`src/rtl/psq_pkg.sv`:
```
`timescale 1ns/100ps
package psq_pkg;

    // Phase lines {msg, cd, io}; io = 1 means target to initiator
    typedef enum logic [2:0] {
        PH_DOUT = 3'b000,
        PH_DIN  = 3'b001,
        PH_CMD  = 3'b010,
        PH_STAT = 3'b011,
        PH_MOUT = 3'b110,
        PH_MIN  = 3'b111
    } phase_e;

    typedef enum logic [1:0] {
        CN_IDLE,
        CN_SEL,
        CN_RUN
    } conn_e;

    typedef enum logic [1:0] {
        HS_IDLE,
        HS_SETUP,
        HS_REQ,
        HS_DROP
    } hs_e;

    localparam logic [7:0] MSG_CMD_DONE = 8'h00;

endpackage

```
`src/rtl/psq_free_det.sv`:
```
`timescale 1ns/100ps
module psq_free_det #(
    parameter int SETTLE = 16
) (
    input  logic clk,
    input  logic rst_n,
    input  logic sel_i,
    input  logic bsy_i,
    output logic free_o
);
    localparam int CNT_W = $clog2(SETTLE + 1);
    localparam logic [CNT_W-1:0] LIMIT = CNT_W'(SETTLE);

    logic [CNT_W-1:0] cnt_d, cnt_q;
    logic             quiet;

    assign quiet = !sel_i && !bsy_i;

    always_comb begin
        cnt_d = cnt_q;
        if (!quiet) begin
            cnt_d = '0;
        end else if (cnt_q != LIMIT) begin
            cnt_d = cnt_q + 1'b1;
        end
    end

    always_ff @(posedge clk or negedge rst_n) begin
        if (!rst_n) begin
            cnt_q <= '0;
        end else begin
            cnt_q <= cnt_d;
        end
    end

    assign free_o = (cnt_q == LIMIT) && quiet;


    free_hist_chk: assert property (@(posedge clk) disable iff (!rst_n)
        free_o |-> $past(!sel_i && !bsy_i));

endmodule

```
`src/rtl/psq_byte_hs.sv`:
```
`timescale 1ns/100ps
module psq_byte_hs
    import psq_pkg::*;
(
    input  logic       clk,
    input  logic       rst_n,
    input  logic       start_i,
    input  logic [7:0] tx_i,
    input  logic       ack_i,
    input  logic [7:0] bus_data_i,
    output logic       req_o,
    output logic [7:0] data_o,
    output logic [7:0] rx_o,
    output logic       idle_o,
    output logic       done_o
);
    typedef struct packed {
        hs_e        st;
        logic [7:0] tx;
        logic [7:0] rx;
    } hs_t;

    hs_t r_d, r_q;

    always_comb begin
        r_d    = r_q;
        done_o = 1'b0;
        unique case (r_q.st)
            HS_IDLE: begin
                if (start_i) begin
                    r_d.st = HS_SETUP;
                    r_d.tx = tx_i;
                end
            end
            HS_SETUP: r_d.st = HS_REQ;
            HS_REQ: begin
                if (ack_i) begin
                    r_d.st = HS_DROP;
                    r_d.rx = bus_data_i;
                end
            end
            HS_DROP: begin
                if (!ack_i) begin
                    r_d.st = HS_IDLE;
                    done_o = 1'b1;
                end
            end
            default: r_d.st = HS_IDLE;
        endcase
    end

    always_ff @(posedge clk or negedge rst_n) begin
        if (!rst_n) begin
            r_q <= '{st: HS_IDLE, tx: 8'h00, rx: 8'h00};
        end else begin
            r_q <= r_d;
        end
    end

    assign req_o  = (r_q.st == HS_REQ);
    assign data_o = r_q.tx;
    assign rx_o   = r_q.rx;
    assign idle_o = (r_q.st == HS_IDLE);


    req_fall_chk: assert property (@(posedge clk) disable iff (!rst_n)
        $fell(req_o) |-> $past(ack_i));


    tx_hold_chk: assert property (@(posedge clk) disable iff (!rst_n)
        req_o |-> $stable(data_o));

endmodule

```
`src/rtl/psq_target.sv`:
```
`timescale 1ns/100ps
module psq_target
    import psq_pkg::*;
#(
    parameter int OWN_ID  = 7,
    parameter int SETTLE  = 16,
    parameter int CMD_LEN = 6,
    parameter int LEN_W   = 8
) (
    input  logic             clk,
    input  logic             rst_n,
    input  logic             sel_i,
    input  logic             bsy_i,
    input  logic             ack_i,
    input  logic [7:0]       data_i,
    input  logic [LEN_W-1:0] xfer_len_i,
    input  logic [7:0]       status_i,
    input  logic [7:0]       rd_byte_i,
    output logic [LEN_W-1:0] rd_idx_o,
    output logic             bus_free_o,
    output logic             bsy_o,
    output logic             req_o,
    output logic             msg_o,
    output logic             cd_o,
    output logic             io_o,
    output logic [7:0]       data_o,
    output logic             data_oe_o,
    output logic             rx_valid_o,
    output logic [7:0]       rx_data_o
);
    localparam int CMD_W = $clog2(CMD_LEN + 1);
    localparam int CNT_W = (LEN_W > CMD_W) ? LEN_W : CMD_W;
    localparam logic [CNT_W-1:0] CMD_LAST = CNT_W'(CMD_LEN - 1);

    typedef struct packed {
        conn_e            st;
        phase_e           ph;
        logic [CNT_W-1:0] cnt;
        logic [LEN_W-1:0] len;
        logic [7:0]       stat;
    } ctl_t;

    ctl_t       c_d, c_q;
    logic       hs_start, hs_idle, hs_done;
    logic [7:0] hs_tx, hs_rx;
    logic [2:0] ph_lines;
    logic       own_sel;
    logic [CNT_W-1:0] cnt_inc;

    assign own_sel = sel_i && !bsy_i && data_i[OWN_ID];
    assign cnt_inc = c_q.cnt + 1'b1;

    always_comb begin
        c_d      = c_q;
        hs_start = 1'b0;
        hs_tx    = 8'h00;
        unique case (c_q.st)
            CN_IDLE: begin
                if (own_sel) begin
                    c_d.st   = CN_SEL;
                    c_d.len  = xfer_len_i;
                    c_d.stat = status_i;
                end
            end
            CN_SEL: begin
                if (!sel_i) begin
                    c_d.st  = CN_RUN;
                    c_d.ph  = PH_MOUT;
                    c_d.cnt = '0;
                end
            end
            CN_RUN: begin
                hs_start = hs_idle;
                unique case (c_q.ph)
                    PH_DIN:  hs_tx = rd_byte_i;
                    PH_STAT: hs_tx = c_q.stat;
                    PH_MIN:  hs_tx = MSG_CMD_DONE;
                    default: hs_tx = 8'h00;
                endcase
                if (hs_done) begin
                    unique case (c_q.ph)
                        PH_MOUT: begin
                            c_d.ph  = PH_CMD;
                            c_d.cnt = '0;
                        end
                        PH_CMD: begin
                            if (c_q.cnt == CMD_LAST) begin
                                c_d.ph  = (c_q.len != '0) ? PH_DIN : PH_STAT;
                                c_d.cnt = '0;
                            end else begin
                                c_d.cnt = cnt_inc;
                            end
                        end
                        PH_DIN: begin
                            if (cnt_inc == CNT_W'(c_q.len)) begin
                                c_d.ph  = PH_STAT;
                                c_d.cnt = '0;
                            end else begin
                                c_d.cnt = cnt_inc;
                            end
                        end
                        PH_STAT: c_d.ph = PH_MIN;
                        default: begin
                            c_d.st  = CN_IDLE;
                            c_d.ph  = PH_DOUT;
                            c_d.cnt = '0;
                        end
                    endcase
                end
            end
            default: c_d.st = CN_IDLE;
        endcase
    end

    always_ff @(posedge clk or negedge rst_n) begin
        if (!rst_n) begin
            c_q <= '{st: CN_IDLE, ph: PH_DOUT, cnt: '0, len: '0, stat: 8'h00};
        end else begin
            c_q <= c_d;
        end
    end

    psq_byte_hs u_hs (
        .clk        (clk),
        .rst_n      (rst_n),
        .start_i    (hs_start),
        .tx_i       (hs_tx),
        .ack_i      (ack_i),
        .bus_data_i (data_i),
        .req_o      (req_o),
        .data_o     (data_o),
        .rx_o       (hs_rx),
        .idle_o     (hs_idle),
        .done_o     (hs_done)
    );

    psq_free_det #(.SETTLE(SETTLE)) u_free (
        .clk    (clk),
        .rst_n  (rst_n),
        .sel_i  (sel_i),
        .bsy_i  (bsy_i || bsy_o),
        .free_o (bus_free_o)
    );

    assign ph_lines   = (c_q.st == CN_RUN) ? c_q.ph : 3'b000;
    assign msg_o      = ph_lines[2];
    assign cd_o       = ph_lines[1];
    assign io_o       = ph_lines[0];
    assign bsy_o      = (c_q.st != CN_IDLE);
    assign data_oe_o  = (c_q.st == CN_RUN) && c_q.ph[0];
    assign rx_valid_o = hs_done && !c_q.ph[0];
    assign rx_data_o  = hs_rx;
    assign rd_idx_o   = c_q.cnt[LEN_W-1:0];


    phase_hold_chk: assert property (@(posedge clk) disable iff (!rst_n)
        (req_o && $past(req_o)) |-> $stable({msg_o, cd_o, io_o}));


    sel_resp_chk: assert property (@(posedge clk) disable iff (!rst_n)
        $rose(bsy_o) |-> $past(sel_i && !bsy_i && data_i[OWN_ID]));


    bsy_release_chk: assert property (@(posedge clk) disable iff (!rst_n)
        $fell(bsy_o) |-> $past({msg_o, cd_o, io_o} == 3'b111));


    req_owned_chk: assert property (@(posedge clk) disable iff (!rst_n)
        req_o |-> bsy_o);

endmodule

```
`config.mk`:
```
export PLATFORM = sky130hd
export DESIGN_NAME = psq_target
export DESIGN_NICKNAME = d
export VERILOG_FILES = /design/src/rtl/psq_pkg.sv /design/src/rtl/psq_free_det.sv /design/src/rtl/psq_byte_hs.sv /design/src/rtl/psq_target.sv
export SDC_FILE = /design/constraint.sdc
export NUM_CORES = 1
export LEC_CHECK = 0
export BUFFER_PORTS_ARGS = -buffer_cell sky130_fd_sc_hd__buf_2
export CAP_MARGIN = 30
export CORE_MARGIN = 2
export CORE_UTILIZATION = 50
export DETAILED_ROUTE_END_ITERATION = 6
export PLACE_DENSITY = 0.75
export SYNTH_ARGS = -nofsm -noshare
export SYNTH_HDL_FRONTEND = slang
export SYNTH_SLANG_ARGS = --single-unit
```
`constraint.sdc`:
```
create_clock -name clk -period 2.9 [get_ports clk]
set_input_delay 0.29 -clock clk [delete_from_list [all_inputs] [get_ports clk]]
set_output_delay 0.29 -clock clk [all_outputs]
set_load 0.01 [all_outputs]
```
# Word-level counts from Yosys, hierarchy flattened
# Index checks and enable logic that the tools add are counted.
# Widths: inputs -> output; s select.
# word_totals
in_bits,37
reg_bits,52
word_cells,84
# op_classes
n_reduce_logical,24
n_addsub,2
n_eq_ne,24
n_mux,25
# op_table
op,count
$mux 13,2
$mux 8,3
$pmux 8 s3,1
$pmux 11 s2,1
$ne 2x2->1 const B,9
$pmux 8 s2,1
$pmux 3 s4,1
$mux 10,1
$mux 2,5
$mux 5,2
$mux 3,3
$add 8x1->8 const B,1
$eq 8x3->1 const B,1
$eq 8x8->1,1
$pmux 2 s4,1
$reduce_and 4->1,2
$reduce_bool 8->1,1
$eq 2x2->1 const B,3
$eq 3x2->1 const B,2
$logic_and 1x1->1,6
$ne 3x3->1 const B,2
$pmux 2 s3,1
$reduce_and 2->1,3
$add 5x1->5 const B,1
other kinds (13),21

# Depth between registers and ports, before layout
# Gate-level depths: netlist (run 1).
# depth
ltp_word,6
ltp_mapped,9
depth_no_buf,8

# Cells and area by module
# Synthesis (run 1) repeated with hierarchy kept, for this count alone.
# hier_totals
hier_cells,291
hier_area_um2,3095.5
# modules_own_cells
module,seq_area_each_um2,area_each_um2,cells_per_inst,n_inst
psq_target,725.7,1881.8,197,1
psq_byte_hs,450.4,887.1,65,1
psq_free_det,125.1,326.6,29,1

# Least setup slack after synthesis (run 1)
# OpenSTA, ideal clock, no wires.
# synth_path
path_type,reg2reg
from,"register c_q, in the netlist rd_idx_o[0]"
to,"register c_q, in the netlist rd_idx_o[4]"
setup_slack_ns,0.862
required_ns,2.767
arrival_time_ns,1.905
period_less_slack_ns,2.038
setup_ns,0.133
stages_incl_launch_ff,9
path_cell_list,dfrtp_1 -> ha_1 -> xor2_1 -> o211ai_1 -> nor4bb_1 -> nand4_2 -> buf_6 -> a31oi_1 -> a31oi_1
# synth_via
elab_chain_len,6
word_cells_on_any_way,8
cone_classes,add/sub (1); eq/ne (2); mux (5)
# synth_lines
element,line,rtl
"start, declared",psq_target.sv:43,"ctl_t c_d, c_q;"
"start signal, assigned",psq_target.sv:117,"c_q <= '{st: CN_IDLE, ph: PH_DOUT, cnt: '0, len: '0, stat: 8'h00};"
$add 8x1->8,psq_target.sv:51,assign cnt_inc = c_q.cnt + 1'b1;
$eq 8x8->1,psq_target.sv:95,if (cnt_inc == CNT_W'(c_q.len)) begin
$mux 8,psq_target.sv:95,
$pmux 8 s3 (*),psq_target.sv:81,unique case (c_q.ph)
$mux 13 (*),psq_target.sv:80,if (hs_done) begin
$pmux 11 s2 (*),psq_target.sv:57,unique case (c_q.st)
# Mark *: on every way between the ends. The rest lies on a longest branch, timed or not. The select of a mux whose other input is x is not followed.
# A chain may end at the register's enable or synchronous reset.

# Final worst setup path (run 1)
# layout_path
from,"register c_q, in the netlist rd_idx_o[0]"
to,"register c_q, in the netlist rd_idx_o[3]"
# Same word-level chain as after synthesis.

==> metrics, run 1 <==
outcome completed; number of synthesized register bits 52; period utilization 80.9%; CP bufs+invs 0; data arrival time of the critical path 2.52 ns; Net count, final around 380; TritonCTS Buffers 5; Worst-Skew Late Latency 0.30 ns; Worst-path clk slew 0.09 ns; Initial Util around half; CP most frequent cell a31oi_1; die area between 6000 and 7000 sq um; H-tree Lvls 2; Initial DRC Count 140; sequential-to-total area share from yosys stat 43.9%; Pleak 0.00149 uW; first-pass GRT wire length 9750 um; final WL ~5900 um; Slew Limit Fails 0; CTS tree yes; Synth Flop Type dfrtp_1; die span in y 81.0 um; Max Clk Rate 0.426 GHz; WP data required 3.07 ns; crit-path max cell delay 0.47 ns; Synth area leaders dfrtp_1, mux2_2, buf_4; Post-synth ARST share 100%; Syn Inst Count around 300; maximum clock skew at final layout 0.00798 ns; pin count of the biggest net entering global routing 53; Cell variety after synth 44; Net Count, Synth 341; Die X 81.0 um; Filler cells around 530; ANT cells 0; Detail Route Antenna Nets 0; Cell Area, Synth between 2000 and 3000 sq um; final worst slack roughly 0.55 ns; Cells after DPL 399; Yosys warning total 0; post-CTS setup buffer count 0; RSZ-0062 raised after global routing no; Via density 5.51; Worst Tran Pin Value between 0.7 and 0.8 ns; Rel. slew slack a little under half; Crit Path Category reg2reg; DPL Wire Length 4240 um; IO buf count between 60 and 70; post_cts resized 0; syn avg cell area 10.1 sq um; Via Count between 2000 and 2500; share of cells above drive strength 1 ~33%; CTS max path bufs 2; Yosys top cell by area dfrtp_1; # setup viols final 0; DRC 0; crit-path max FO 13; Max VDD drop 594 uV; total power draw 2690 uW; top cell family by delay on the critical path simple AND/OR/NAND/NOR gates; post-route insts no fill 407; Core Box Area 5820 sq um; GPL Wtd Cong between 0.9 and 1; Root Driver clkbuf_8; Setup crit end kind flop; Overflow after GRT 0; global-route usage over all layers between 10% and 20%; Initial DRT Pass Iterations 5; crit start category flop; Crit-path slowest cell dfrtp_1; Yosys top cell area share 43.9%; IO Pins 69; number of global-route vias before repair approximately 2200; HP Class in2async; row count 28; Tmin final 2.35 ns; power per cell area 827 nW/um^2; number of flops mapped to enable cells by yosys 0; crit-path cells ha_1 > xor2_1 > o211ai_1 > nor4bb_1 > nand4_2 > a31oi_1 > a31oi_1; setup_tns 0 ns; hold_buf cts 0; initial antenna violation count 0; wire per inst 14.5 um; Fin. Hold Viols 0; Layout Utilization 55.8%; P&R area growth vs syn 9.59%; Place WS approximately 0.55 ns; Max Cap Viol 0; Num Clock Sinks 52
worst paths after layout:
check / from / end / slack [ns] / cells past startpoint
max reg2reg: rd_idx_o[0]$_DFFE_PN0P_ / rd_idx_o[3]$_DFFE_PN0P_ / 0.55 / 7
max in group asynchronous: rst_n / c_q[27]$_DFFE_PN0P_ / 2.35 / 2
min in group clk: status_i[3] / c_q[3]$_DFFE_PN0P_ / 0.21 / 2
max: rd_idx_o[0]$_DFFE_PN0P_ / rd_idx_o[3]$_DFFE_PN0P_ / 0.55 / 7
min reg2reg: u_hs.rx_o[7]$_DFFE_PN0P_ / u_hs.rx_o[7]$_DFFE_PN0P_ / 0.50 / 1
min: rst_n / rd_idx_o[6]$_DFFE_PN0P_ / 0.09 / 2
metal layers:
| layer | global-route usage [%] | up-vias | part of all wire [%] |
|---|---|---|---|
| met5 | 0 | - | 0 |
| met4 | 6.27 | 0 | 1.5 |
| met3 | 4.00 | 8 | 6.7 |
| met2 | 32.1 | 84 | 49 |
| met1 | 25.0 | 1061 | 42 |
| li1 | - | 1090 | - |
area by class of cell:
type / instances / area, sq um / share of cell area, %
inverter: 11 / 41.3 / 1.27
clock buffer: 6 / 82.6 / 2.54
sequential: 52 / 1300 / 40.1
timing repair buffer: 71 / 363 / 11.2
tap: 75 / 93.8 / 2.89
multi-input combinational: 190 / 1350 / 41.6
clock inverter: 2 / 13.8 / 0.424
flip-flops by register name, summed over array words and instances (netlist names):
name	flops
u_free.cnt_q	5
rd_idx_o	8
u_hs.rx_o	8
u_hs.r_q	2
c_q	21
u_hs.data_o	8
cell families (layout without fill, tap and decap cells):
| group | after synthesis | count (layout) | share of synthesized area, % |
|---|---|---|---|
| adder cells (fa/ha/maj) | 10 | 10 | 4.22 |
| buffers and inverters | 52 | 90 | 10.5 |
| multiplexers | 25 | 25 | 9.46 |
| AO/OA/AOI/OAI | 57 | 57 | 12.5 |
| flip-flops | 52 | 52 | 43.9 |
| XOR/XNOR | 10 | 10 | 2.96 |
| AND/OR/NAND/NOR | 88 | 88 | 16.4 |
cells in the mapped netlist, types with 3 or more instances:
cell,n
a21oi_1,13
a22oi_1,10
a31oi_1,13
and2_1,5
and3_1,6
buf_2,5
buf_4,27
clkbuf_1,8
dfrtp_1,52
ha_1,10
inv_1,11
mux2_2,24
nand2_1,10
nand3_1,11
nand3b_1,6
nor2_1,25
nor2b_1,6
nor3_1,3
nor4_1,3
o21ai_0,7
o21ai_1,3
xnor2_1,6
xor2_1,4
cell usage in the layout (no fill, tap or decap), types with 3 or more instances in the layout:
cell and n:
a21oi_1 13, a22oi_1 10, a31oi_1 13, and2_1 5, and3_1 6, buf_2 68
buf_4 3, clkbuf_8 6, dfrtp_1 52, ha_1 10, inv_1 11, mux2_2 24
nand2_1 10, nand3_1 11, nand3b_1 6, nor2_1 25, nor2b_1 6, nor3_1 3
nor4_1 3, o21ai_0 7, o21ai_1 3, xnor2_1 6, xor2_1 4
where the power goes:
| group | leakage, uW | internal [uW] | total (uW) | switching, uW |
|---|---|---|---|---|
| clock network | 0.0000516 | 196 | 439 | 243 |
| registers | 0.000643 | 1000 | 1220 | 223 |
| logic | 0.000800 | 500 | 1020 | 522 |
through the flow:
stage	hold WS (ns)	instance area [sq um]
4_1_cts	0.122	3250
6_report	0.0891	3250
2_1_floorplan	-0.00559	2960
3_5_place_dp	0.456	3150
3_3_place_gp	0.457	3150
5_1_grt	0.167	3250
No activity file was read; power rests on OpenSTA's default activity.
==> run 2, diff against run 1 <==
==> constraint.sdc (replaced) <==
create_clock -name clk -period 2.21 [get_ports clk]
set_input_delay 0.221 -clock clk [delete_from_list [all_inputs] [get_ports clk]]
set_output_delay 0.221 -clock clk [all_outputs]
set_load 0.01 [all_outputs]
==> metrics, run 2 (same netlist as run 1, synthesis figures left out) <==
ANT cells 0 (unchanged); Max Cap Viol 0 (unchanged); GPL Wtd Cong 0.937 (-1.1%); Worst Reg-to-Reg Cells 9 (+2); die span in y 81.0 um (unchanged); CP startpoint rd_idx_o[1]$_DFFE_PN0P_; Root Driver clkbuf_8; wire per inst 14.2 um (-1.6%); post-CTS setup buffer count 0 (unchanged); register-to-register setup slack 0.13 ns (-0.42 ns); Worst Tran Pin Value 0.756 ns (-0.0335 ns); period utilization 93.9% (+13 points); power per cell area 1060 nW/um^2 (+29%); P&R area growth vs syn 12.9%; Max VDD drop 680 uV (+14%); crit-path cells inv_1 > ha_1 > xor2_1 > o211ai_1 > nor4bb_2 > nand4_2 > buf_4 > a31oi_1 > a31oi_1; first-pass GRT wire length 9940 um (+2.0%); IO Pins 69 (unchanged); RSZ-0062 raised after global routing no; DRC 0 (unchanged); final WL 5940 um (+0.81%); HP Class in2reg; DPL Wire Length 4500 um (+6.0%); Worst-path clk slew 0.11 ns (+0.02 ns); data arrival time of the critical path 2.24 ns (-0.28 ns); CP most frequent cell a31oi_1; commonest non-fill, non-tap cell in the layout buf_2; WP data required 2.37 ns (-0.70 ns); row count 28 (unchanged); Die X 81.0 um (unchanged); Net count, final 388 (+2.6%); CTS tree yes; Crit-path slowest cell dfrtp_2; post-route insts no fill 417 (+2.5%); Slew Limit Fails 0 (unchanged); CP bufs+invs 2 (+2); global-route usage over all layers 19.5% (+0.24 points); top cell family by delay on the critical path simple AND/OR/NAND/NOR gates; Fin. Hold Viols 0 (unchanged); Num Clock Sinks 52 (unchanged); setup_tns 0 ns (unchanged); crit-path max FO 13 (unchanged); IO buf count 68 (unchanged); Reg-to-Reg End rd_idx_o[3]$_DFFE_PN0P_; Via density 5.52 (about the same); Initial DRT Pass Iterations 4 (-1); outcome completed; Initial Util 50.9% (unchanged); CTS max path bufs 2 (unchanged); maximum clock skew at final layout 0.0203 ns (+0.0123 ns); pin count of the biggest net entering global routing 25 (-53%); Crit Path Category reg2reg; Tmin final 2.08 ns (-0.272 ns); crit start category flop; Core Box Area 5820 sq um (unchanged); # setup viols final 0 (unchanged); worst r2r src rd_idx_o[1]$_DFFE_PN0P_; Rel. slew slack 49.6% (+2.4 points); Most flops, register c_q; Pleak 0.00154 uW (+3.3%); initial antenna violation count 0 (unchanged); TritonCTS Buffers 5 (unchanged); final worst slack 0.135 ns (-0.418 ns); crit-path max cell delay 0.41 ns (-0.06 ns); Cells after DPL 408 (+2.3%); share of cells above drive strength 1 35.7% (+3.1 points); Setup crit end kind flop; Via Count 2300 (+2.5%); Initial DRC Count 86 (-39%); max reg flops 21 (unchanged); commonest non-fill, non-tap cells in the layout buf_2, dfrtp_1, nor2_1; die area 6550 sq um (unchanged); Place WS 0.0650 ns (-0.487 ns); Crit path depth 9 (+2); Overflow after GRT 0 (unchanged); H-tree Lvls 2 (unchanged); Detail Route Antenna Nets 0 (unchanged); Worst-Skew Late Latency 0.31 ns (about the same); CP Capture Point rd_idx_o[3]$_DFFE_PN0P_; Max Clk Rate 0.482 GHz (+13%); number of global-route vias before repair 2254 (+4.6%)
## run 2: timing repair
action / CTS / global route
endpoints found under the hold margin: 7 / 0
hold buffers: 1 / 0
resized for setup: 0 / 5
setup endpoints to repair: 0 / 8
## run 2: where the power goes
group          internal, uW  switching (uW)  total [uW]
registers              1320             282        1600
logic                   681             705        1390
clock network           257             316         573
total                  2250            1300        3560
## run 2: worst min-delay path by stage
| stage | startpoint | end | depth (start not counted) |
|---|---|---|---|
| 5_1_grt | xfer_len_i[5] | c_q[13]$_DFFE_PN0P_ | 2 |
| 3_3_place_gp | rst_n | rd_idx_o[3]$_DFFE_PN0P_ | 1 |
| 2_1_floorplan | rst_n | c_q[0]$_DFFE_PN0P_ | 0 |
| 6_report | xfer_len_i[5] | c_q[13]$_DFFE_PN0P_ | 2 |
| 4_1_cts | xfer_len_i[5] | c_q[13]$_DFFE_PN0P_ | 2 |
| 3_5_place_dp | rst_n | rd_idx_o[6]$_DFFE_PN0P_ | 1 |
## run 2: stage by stage
stage | power (uW) | hold slack, ns | utilization [%] | area [sq um]
2_1_floorplan | 2740 | -0.0746 | - | 2960
3_3_place_gp | 2930 | 0.0919 | 55.3 | 3220
3_5_place_dp | 2990 | 0.0894 | 55.3 | 3220
4_1_cts | 3570 | 0.130 | 57.1 | 3320
5_1_grt | 3830 | 0.131 | 57.5 | 3340
6_report | 3560 | 0.127 | 57.5 | 3340
## run 2: routing by layer
| metal | global-route usage [%] | part of all wire (%) | up-vias |
|---|---|---|---|
| li1 | - | - | 1110 |
| met4 | 8.47 | 2.6 | 0 |
| met3 | 4.44 | 6.7 | 14 |
| met1 | 24.2 | 42 | 1097 |
| met5 | 0 | 0 | - |
| met2 | 32.6 | 49 | 79 |
## run 2: area by class of cell
| cell class | count | area, sq um |
|---|---|---|
| inverters | 11 | 41.3 |
| fillers | 521 | 2470 |
| clock inverters | 2 | 13.8 |
| multi-input cells | 190 | 1370 |
| well taps | 75 | 93.8 |
| clock buffers | 6 | 82.6 |
| flip-flops and latches | 52 | 1300 |
| repair buffers | 81 | 440 |
==> run 3, diff against run 2 <==
--- a/config.mk
+++ b/config.mk
@@ -8,9 +8,9 @@
 export BUFFER_PORTS_ARGS = -buffer_cell sky130_fd_sc_hd__buf_2
 export CAP_MARGIN = 30
 export CORE_MARGIN = 2
-export CORE_UTILIZATION = 50
+export CORE_UTILIZATION = 40
 export DETAILED_ROUTE_END_ITERATION = 6
-export PLACE_DENSITY = 0.75
+export PLACE_DENSITY = 0.72
 export SYNTH_ARGS = -nofsm -noshare
 export SYNTH_HDL_FRONTEND = slang
 export SYNTH_SLANG_ARGS = --single-unit
==> metrics, run 3 (same netlist as run 1, synthesis figures left out) <==
Tmin final 2.14 ns (+0.0660 ns); Initial DRC Count 73 (-15%); final WL 6090 um (+2.5%); HP Class in2async; Worst Tran Pin Value 0.707 ns (-0.0491 ns); Setup crit end kind flop; crit start category flop; Net count, final 386 (-0.52%); crit-path max FO 13 (unchanged); # setup viols final 0 (unchanged); Core Box Area 7210 sq um (+24%); H-tree Lvls 2 (unchanged); Overflow after GRT 0 (unchanged); P&R area growth vs syn 13.2%; Max Cap Viol 0 (unchanged); Die X 90.0 um (+11%); IO Pins 69 (unchanged); maximum clock skew at final layout 0.00348 ns (-0.0168 ns); commonest non-fill, non-tap cells in the layout buf_2, dfrtp_1, nor2_1; Root Driver clkbuf_8; WL met3 322 um (-19%); Via density 5.18 (-6.2%); IO buf count 68 (unchanged); routed wl met2 2910 um (about the same); ANT cells 0 (unchanged); Crit Path Category reg2reg; outcome completed; Initial DRT Pass Iterations 4 (unchanged); die span in y 90.0 um (+11%); Fin. Hold Viols 0 (unchanged); Max Clk Rate 0.467 GHz (-3.1%); DRC 0 (unchanged); Most flops, register c_q; pin count of the biggest net entering global routing 53 (+110%); first-pass GRT wire length 10300 um (+3.1%); CTS max path bufs 2 (unchanged); initial antenna violation count 0 (unchanged); Worst-Skew Late Latency 0.31 ns (about the same); routed metal-1 wirelength 2780 um (+12%); period utilization 96.9% (+3.0 points); Via Count 2272 (-1.2%); die area 8110 sq um (+24%); number of global-route vias before repair 2174 (-3.5%); global-route usage over all layers 15.3% (-4.1 points); total power draw 3570 uW (+0.42%); data arrival time of the critical path 2.33 ns (+0.09 ns); post-CTS setup buffer count 0 (unchanged); CP startpoint rd_idx_o[0]$_DFFE_PN0P_; share of cells above drive strength 1 35.0% (-0.67 points); Initial Util 41.1% (-9.9 points); setup_tns 0 ns (unchanged); worst r2r src rd_idx_o[0]$_DFFE_PN0P_; Max VDD drop 599 uV (-12%); Worst-path clk slew 0.09 ns (-0.02 ns); power per cell area 1070 nW/um^2 (+0.16%); WP data required 2.39 ns (+0.02 ns); TritonCTS Buffers 5 (unchanged); wire per inst 13.9 um (-2.6%); DPL Wire Length 4540 um (+0.98%); Num Clock Sinks 52 (unchanged); Rel. slew slack 52.8% (+3.3 points); max reg flops 21 (unchanged); Highest Signal Layer met4; CTS tree yes; row count 31 (+11%); Detail Route Antenna Nets 0 (unchanged); Slew Limit Fails 0 (unchanged); Pleak 0.00153 uW (-0.86%); commonest non-fill, non-tap cell in the layout buf_2; GPL Wtd Cong 0.936 (about the same); hold_buf cts 0 (-1)
[run 3: cell count changes in the layout (fill, tap and decap cells not counted), sizes merged]
cell         previous run  this run
clkinvlp                0         1
inv                    12        11
clkinv                  1         0
buf                    80        79
clkbuf                  6         7
dlygate4sd3             1         0
[run 3: cell type report]
type | instances | area [sq um]
fillers | 716 | 3860
clock inverters | 1 | 7.51
repair buffers | 79 | 423
clock buffers | 7 | 86.3
well taps | 99 | 124
flip-flops and latches | 52 | 1300
inverters | 11 | 41.3
multi-input cells | 190 | 1370
[run 3: routing by layer]
metal | vias up | GRT usage, %
met5 | - | 0
met4 | 0 | 4.36
met3 | 10 | 3.60
met2 | 67 | 24.9
met1 | 1093 | 20.6
li1 | 1102 | -
[run 3: stage by stage]
stage          worst slack [ns]  instance area, sq um  instances  hold slack, ns  utilization, %
3_3_place_gp              0.162                  3240        431           0.390            44.9
5_1_grt                 -0.0370                  3350        439          0.0869            46.5
3_5_place_dp             0.0441                  3240        431           0.389            44.9
4_1_cts                  0.0376                  3330        439          0.0529            46.2
6_report                 0.0689                  3350        439          0.0195            46.5
2_1_floorplan             0.172                  2960        294         -0.0746               -
[run 3: path summary, 6_finish.rpt]
path | depth (start not counted) | end | slack (ns)
max | 8 | rd_idx_o[4]$_DFFE_PN0P_ | 0.07
min | 2 | rd_idx_o[6]$_DFFE_PN0P_ | 0.02
max reg2reg | 8 | rd_idx_o[4]$_DFFE_PN0P_ | 0.07
min reg2reg | 1 | u_hs.rx_o[6]$_DFFE_PN0P_ | 0.51
max in group asynchronous | 2 | rd_idx_o[0]$_DFFE_PN0P_ | 1.74
min in group clk | 2 | u_hs.rx_o[6]$_DFFE_PN0P_ | 0.14
[run 3: where the power goes]
group	internal [uW]	total [uW]	switching, uW
combinational	686	1410	721
clock	255	574	318
sequential	1320	1590	274
[run 3: worst max-delay path: stages (launching register included)]
cell,delay [ns]
dfrtp_2,0.46
ha_1,0.32
xor2_1,0.15
o211ai_1,0.13
nor4bb_2,0.38
nand4_2,0.13
buf_4,0.20
a31oi_2,0.19
a31oi_1,0.05
[run 3: timing repair]
action / 4_1_cts / 5_1_grt
setup endpoints to repair: 0 / 9
resized for setup: 0 / 4
endpoints found under the hold margin: 0 / 0
